<file path="src/rtl/shadow_check_pkg.sv">
package shadow_check_pkg;

  // Output steering: a flagged bit is taken from the shadow copy.
  function automatic logic steer_bit(input logic main_b, input logic shad_b, input logic flag);
    return flag ? shad_b : main_b;
  endfunction

  // Next main-flop value: a fresh capture beats write-back of the correction.
  function automatic logic main_next(input logic cap, input logic d,
                                     input logic flag, input logic shad_b, input logic main_b);
    if (cap) return d;
    if (flag) return shad_b;
    return main_b;
  endfunction

endpackage

</file>
<file path="src/rtl/shadow_bit_cell.sv">
module shadow_bit_cell
  import shadow_check_pkg::*;
(
  input  logic clk,
  input  logic rst_n,
  input  logic cap,
  input  logic shd,
  input  logic chk,
  input  logic d,
  input  logic d_late,
  output logic q,
  output logic mis
);
  logic main_r;
  logic shad_r;

  assign mis = chk & (main_r ^ shad_r);
  assign q   = steer_bit(main_r, shad_r, mis);

  always_ff @(posedge clk) begin
    if (!rst_n) begin
      main_r <= 1'b0;
      shad_r <= 1'b0;
    end else begin
      main_r <= main_next(cap, d, mis, shad_r, main_r);
      if (shd) shad_r <= d_late;
    end
  end
endmodule

</file>
<file path="src/rtl/shadow_err_collect.sv">
module shadow_err_collect #(
  parameter int WIDTH = 8,
  parameter int CNT_W = 8
) (
  input  logic             clk,
  input  logic             rst_n,
  input  logic [WIDTH-1:0] mis_vec,
  output logic [WIDTH-1:0] err_bits,
  output logic             err_any,
  output logic             stretch_req,
  output logic [CNT_W-1:0] err_count
);
  localparam logic [CNT_W-1:0] CNT_MAX = '1;

  function automatic logic [CNT_W-1:0] sat_inc(input logic [CNT_W-1:0] c, input logic hit);
    if (!hit || c == CNT_MAX) return c;
    return c + 1'b1;
  endfunction

  logic hit;
  assign hit = |mis_vec;

  always_ff @(posedge clk) begin
    if (!rst_n) begin
      err_bits    <= '0;
      err_any     <= 1'b0;
      stretch_req <= 1'b0;
      err_count   <= '0;
    end else begin
      err_bits    <= mis_vec;
      err_any     <= hit;
      stretch_req <= hit;
      err_count   <= sat_inc(err_count, hit);
    end
  end
endmodule

</file>
<file path="src/rtl/shadow_check_reg.sv">
module shadow_check_reg #(
  parameter int WIDTH = 8,
  parameter int CNT_W = 8
) (
  input  logic             clk,
  input  logic             rst_n,
  input  logic             cap_en,
  input  logic             shadow_en,
  input  logic [WIDTH-1:0] d_in,
  input  logic [WIDTH-1:0] d_late,
  output logic [WIDTH-1:0] q_out,
  output logic [WIDTH-1:0] err_bits,
  output logic             err_any,
  output logic             stretch_req,
  output logic [CNT_W-1:0] err_count
);
  // Evaluation cycle marker: both samples of one word are present.
  logic             chk_valid;
  logic [WIDTH-1:0] mis_vec;

  always_ff @(posedge clk) begin
    if (!rst_n) chk_valid <= 1'b0;
    else        chk_valid <= cap_en & shadow_en;
  end

  for (genvar i = 0; i < WIDTH; i++) begin : g_bit
    shadow_bit_cell u_cell (
      .clk    (clk),
      .rst_n  (rst_n),
      .cap    (cap_en),
      .shd    (shadow_en),
      .chk    (chk_valid),
      .d      (d_in[i]),
      .d_late (d_late[i]),
      .q      (q_out[i]),
      .mis    (mis_vec[i])
    );
  end

  shadow_err_collect #(.WIDTH(WIDTH), .CNT_W(CNT_W)) u_collect (
    .clk         (clk),
    .rst_n       (rst_n),
    .mis_vec     (mis_vec),
    .err_bits    (err_bits),
    .err_any     (err_any),
    .stretch_req (stretch_req),
    .err_count   (err_count)
  );
endmodule

</file>
<file path="config.mk">
export PLATFORM = sky130hd
export DESIGN_NAME = shadow_check_reg
export DESIGN_NICKNAME = d
export VERILOG_FILES = /design/src/rtl/shadow_check_pkg.sv /design/src/rtl/shadow_bit_cell.sv /design/src/rtl/shadow_err_collect.sv /design/src/rtl/shadow_check_reg.sv
export SDC_FILE = /design/constraint.sdc
export NUM_CORES = 1
export LEC_CHECK = 0
export BUFFER_PORTS_ARGS = -buffer_cell sky130_fd_sc_hd__buf_2
export CAP_MARGIN = 20
export CELL_PAD_IN_SITES_DETAIL_PLACEMENT = 0
export CELL_PAD_IN_SITES_GLOBAL_PLACEMENT = 2
export CORE_MARGIN = 5
export CORE_UTILIZATION = 32
export CTS_CLUSTER_SIZE = 24
export DETAILED_ROUTE_END_ITERATION = 16
export GPL_TIMING_DRIVEN = 0
export PLACE_DENSITY = 0.81
export SLEW_MARGIN = 20
export SYNTH_ARGS = -nofsm -noshare
export SYNTH_HDL_FRONTEND = slang
export SYNTH_SLANG_ARGS = --single-unit
</file>
<file path="constraint.sdc">
create_clock -name clk -period 3.9 [get_ports clk]
set_input_delay 0.195 -clock clk [delete_from_list [all_inputs] [get_ports clk]]
set_output_delay 0.195 -clock clk [all_outputs]
set_load 0.005 [all_outputs]
</file>
==> impl_metrics.env <==
export IMPL_slew_viol_final=0
export IMPL_synth_lib_cells_used_distinct=30
export IMPL_core_area_um2=4661
export IMPL_antenna_violations_before_repair=0
export IMPL_tns_ps=0
export IMPL_detailedRoute_firstPassIterationCount=4
export IMPL_die_height_um=78.96
export IMPL_drc_errors_left=0
export IMPL_timing_fmax_ghz=0.5497
export IMPL_start_util_pct=32.64
export IMPL_power_per_cell_area_nw_per_um2=445.8
export IMPL_start_kind="register"
export IMPL_die_extent_in_x_um=78.96
export IMPL_detailedPlace_worstSlack_ps=2247
export IMPL_internal_reg_to_reg_setup_slack_ps=2220
export IMPL_gp_congestion=0.6904
export IMPL_post_cts_setup_buffer_count=0
export IMPL_cts_num_sinks=34
export IMPL_io_pins=46
export IMPL_yosysSeqAreaShare_pct=44.74
export IMPL_timing_setup_critical_path_class="register to output port"
export IMPL_drt_wirelength_per_cell_um=14.28
export IMPL_synth_top_area_share_pct=44.74
export IMPL_max_clock_path_buffers=2
export IMPL_synth_top_cell_by_area="sky130_fd_sc_hd__dfxtp_1"
export IMPL_totalPowerFinal_uw=868.0
export IMPL_global_route_usage_over_all_layers_pct=12.43
export IMPL_layout_worst_path_cycle_share_pct=46.64
export IMPL_synth_cell_area_um2=1521
export IMPL_worstMarginPinSlew_ps=717.8
export IMPL_power_leakage_nw=0.9402
export IMPL_postCtsHoldBufs=0
export IMPL_timing_reg2reg_worst_path_depth=6
export IMPL_ys_top_cells_by_area="sky130_fd_sc_hd__dfxtp_1 (45%), sky130_fd_sc_hd__mux2i_1 (6.6%), sky130_fd_sc_hd__mux2_2 (5.9%), sky130_fd_sc_hd__o211a_1 (5.3%), sky130_fd_sc_hd__buf_4 (4.9%)"
export IMPL_stdcell_area_um2=1947
export IMPL_fin_nets=222
export IMPL_flow_area_growth_from_synthesis_pct=27.96
export IMPL_cp_data_arrival_time_ps=1620
export IMPL_first_pass_grt_wire_length_um=5947
export IMPL_dp_hpwl_um=2735
export IMPL_slowest_delay_ps=410
export IMPL_routed_via_count=1222
export IMPL_vias_per_cell=4.773
export IMPL_timing_critical_path_slowest_stage_cell="sky130_fd_sc_hd__dfxtp_1"
export IMPL_tritoncts="built"
export IMPL_share_of_cells_above_drive_strength_1_pct=37.13
export IMPL_design_die_area_um2=6234
export IMPL_clock_period_minus_worst_slack_ps=1819
export IMPL_placement_rows=25
export IMPL_worstSkewPairLatency_ps=280
export IMPL_worstPathRequired_ps=3700
export IMPL_crit_chain="buf_2 > mux2_2 > buf_4 > buf_2"
export IMPL_critPathBufInv=3
export IMPL_nFillCells=454
export IMPL_wirelength_um=3655
export IMPL_drt_iter0_markers=40
export IMPL_regToRegEndpoint="u_collect.err_count[5]$_SDFFE_PN0N_"
export IMPL_hp_class="input port to register"
export IMPL_timing_final_setup_violations=0
export IMPL_min_delay_path_depth=3
export IMPL_hold_start="d_late[7]"
export IMPL_htree_num_levels=2
export IMPL_syn_area_per_cell_um2=10.08
export IMPL_syn_num_nets=172
export IMPL_timing_final_ws_setup_ps=2081
export IMPL_max_cap_violations=0
export IMPL_ir_drop_mv=0.1712
export IMPL_crit_fanout=10
export IMPL_rsz0062_at_grt="false"
export IMPL_pin_count_of_the_biggest_net_entering_global_routing=12
export IMPL_ys_warn_count=0
export IMPL_cts_resized_gates=0
export IMPL_grt_ovfl_total=0
export IMPL_timing_clock_skew_ps=4.229
export IMPL_holdPathEnd="g_bit[7].u_cell.shad_r$_SDFFE_PN0P_"
export IMPL_antennaDiodeCount=0
export IMPL_syn_instance_count=151
export IMPL_max_slew_margin_rel_pct=52.15
export IMPL_ys_ff_latch=34
export IMPL_timing_critical_path_mode_cell="sky130_fd_sc_hd__buf_2"
export IMPL_cp_end_kind="output port"
export IMPL_report_final_hold_viol_count=0
export IMPL_critPathTopFamily="buffers and inverters"
export IMPL_clockRootBuffer="sky130_fd_sc_hd__clkbuf_8"
export IMPL_grt_pass1_vias=1234
export IMPL_placedInstanceArea_um2=1804
export IMPL_clk_transition_reported_paths_ps=70
export IMPL_status="finished, final reports clean"
export IMPL_cts_made_buffers=5
export IMPL_r2r_startpoint="u_collect.err_count[0]$_SDFFE_PN0N_"
export IMPL_finish_utilization_pct=41.77
export IMPL_route_antenna_remaining_nets=0
export IMPL_numPortBuffers=43
[flip-flops by register name (all words and copies together), names as in the netlist]
register and flops:
g_bit.u_cell.main_r 8, u_collect.err_count 8, g_bit.u_cell.shad_r 8, u_collect.err_any 1, u_collect.err_bits 8, chk_valid 1
[kinds of logic (layout without fill, tap and decap cells)]
| family | after synthesis | count (layout) | share of synthesized area [%] |
|---|---|---|---|
| and+or+nand+nor | 55 | 55 | 20.39 |
| DFF | 34 | 34 | 44.74 |
| muxes | 18 | 18 | 12.50 |
| AOI/OAI and AO/OA | 19 | 19 | 10.44 |
| adders and majority gates | 1 | 1 | 0.8222 |
| xor gates and xnor gates | 8 | 8 | 4.605 |
| buffers and inverters | 16 | 67 | 6.496 |
[power breakdown]
part           total, mW  internal, mW  leakage (nW)  switching, mW
combinational     0.0927        0.0503         0.591         0.0424
clock              0.405         0.273        0.0714          0.132
sequential         0.371         0.361         0.278        0.00984
[cells in the mapped netlist, drive strengths merged]
cell type and instances:
and2 2, mux2i 10, o221a 1, o211a 8
or3 3, nand2b 9, nand4b 1, buf 11
a21boi 5, nor2b 8, xnor2 8, o21ai 3
nor3 1, nor2 12, or4 2, clkbuf 5
o31ai 2, mux2 8, and3 3, dfxtp 34
nand4 3, nand3 3, nand2 8, ha 1
[metrics by stage]
| step | hold WS [ps] | instances |
|---|---|---|
| finish | 168.5 | 256 |
| global route | 177.9 | 256 |
| CTS | 162.2 | 256 |
| detailed placement | 465.5 | 248 |
| global placement | 454.1 | 248 |
| floorplan | 364.9 | 151 |
[worst register-to-register path, stage by stage, from the launching register on]
cell and delay [ps]:
sky130_fd_sc_hd__dfxtp_1 340, sky130_fd_sc_hd__ha_1 210, sky130_fd_sc_hd__and2_1 200, sky130_fd_sc_hd__nand4_2 120
sky130_fd_sc_hd__nand3_1 140, sky130_fd_sc_hd__or4_1 440, sky130_fd_sc_hd__a21boi_1 170
[cells in the final DEF (no fill, tap or decap), types with 2 or more instances in the layout]
cell                        instances
sky130_fd_sc_hd__o211a_1            8
sky130_fd_sc_hd__nand4_1            2
sky130_fd_sc_hd__a21boi_0           2
sky130_fd_sc_hd__and3_1             2
sky130_fd_sc_hd__nor2b_1            8
sky130_fd_sc_hd__bufinv_16          2
sky130_fd_sc_hd__nand3_1            3
sky130_fd_sc_hd__nand2_1            7
sky130_fd_sc_hd__nor2_1            11
sky130_fd_sc_hd__clkbuf_8           6
sky130_fd_sc_hd__o21ai_0            3
sky130_fd_sc_hd__buf_4             10
sky130_fd_sc_hd__nand2b_1           9
sky130_fd_sc_hd__mux2i_1           10
sky130_fd_sc_hd__dfxtp_1           34
sky130_fd_sc_hd__mux2_2             8
sky130_fd_sc_hd__o31ai_1            2
sky130_fd_sc_hd__buf_2             44
sky130_fd_sc_hd__xnor2_1            8
sky130_fd_sc_hd__and2_1             2
sky130_fd_sc_hd__clkbuf_1           5
sky130_fd_sc_hd__a21boi_1           3
sky130_fd_sc_hd__or4_1              2
sky130_fd_sc_hd__or3_1              3
[final cells by class]
| class | count | area, um2 | area share [%] |
|---|---|---|---|
| sequential | 34 | 680.7 | 34.96 |
| multi-input combinational | 101 | 742.0 | 38.11 |
| buffer | 16 | 98.84 | 5.077 |
| timing repair buffer | 43 | 215.2 | 11.05 |
| clock inverter | 2 | 60.06 | 3.085 |
| tap | 54 | 67.56 | 3.470 |
| clock buffer | 6 | 82.58 | 4.242 |
[how the worst max path moves through the flow]
stage / from / to / slack, ps / cells after the start
finish: chk_valid$_SDFF_PN0_ / q_out[3] / 2080 / 4
global route: chk_valid$_SDFF_PN0_ / q_out[4] / 1990 / 4
CTS: chk_valid$_SDFF_PN0_ / q_out[3] / 2050 / 4
detailed placement: u_collect.err_count[0]$_SDFFE_PN0N_ / u_collect.err_count[5]$_SDFFE_PN0N_ / 2250 / 6
global placement: u_collect.err_count[0]$_SDFFE_PN0N_ / u_collect.err_count[7]$_SDFFE_PN0N_ / 2270 / 6
floorplan: u_collect.err_count[0]$_SDFFE_PN0N_ / u_collect.err_count[7]$_SDFFE_PN0N_ / 2350 / 6
[per-layer routing]
| metal | track usage [%] | routed length, um | up-vias |
|---|---|---|---|
| met2 | 21.39 | 1913 | 34 |
| met4 | 5.155 | 52 | 0 |
| li1 | - | - | 611 |
| met5 | 0 | 0 | - |
| met1 | 14.58 | 1525 | 571 |
| met3 | 3.288 | 163 | 6 |
Power figures use the tool's default switching activity.
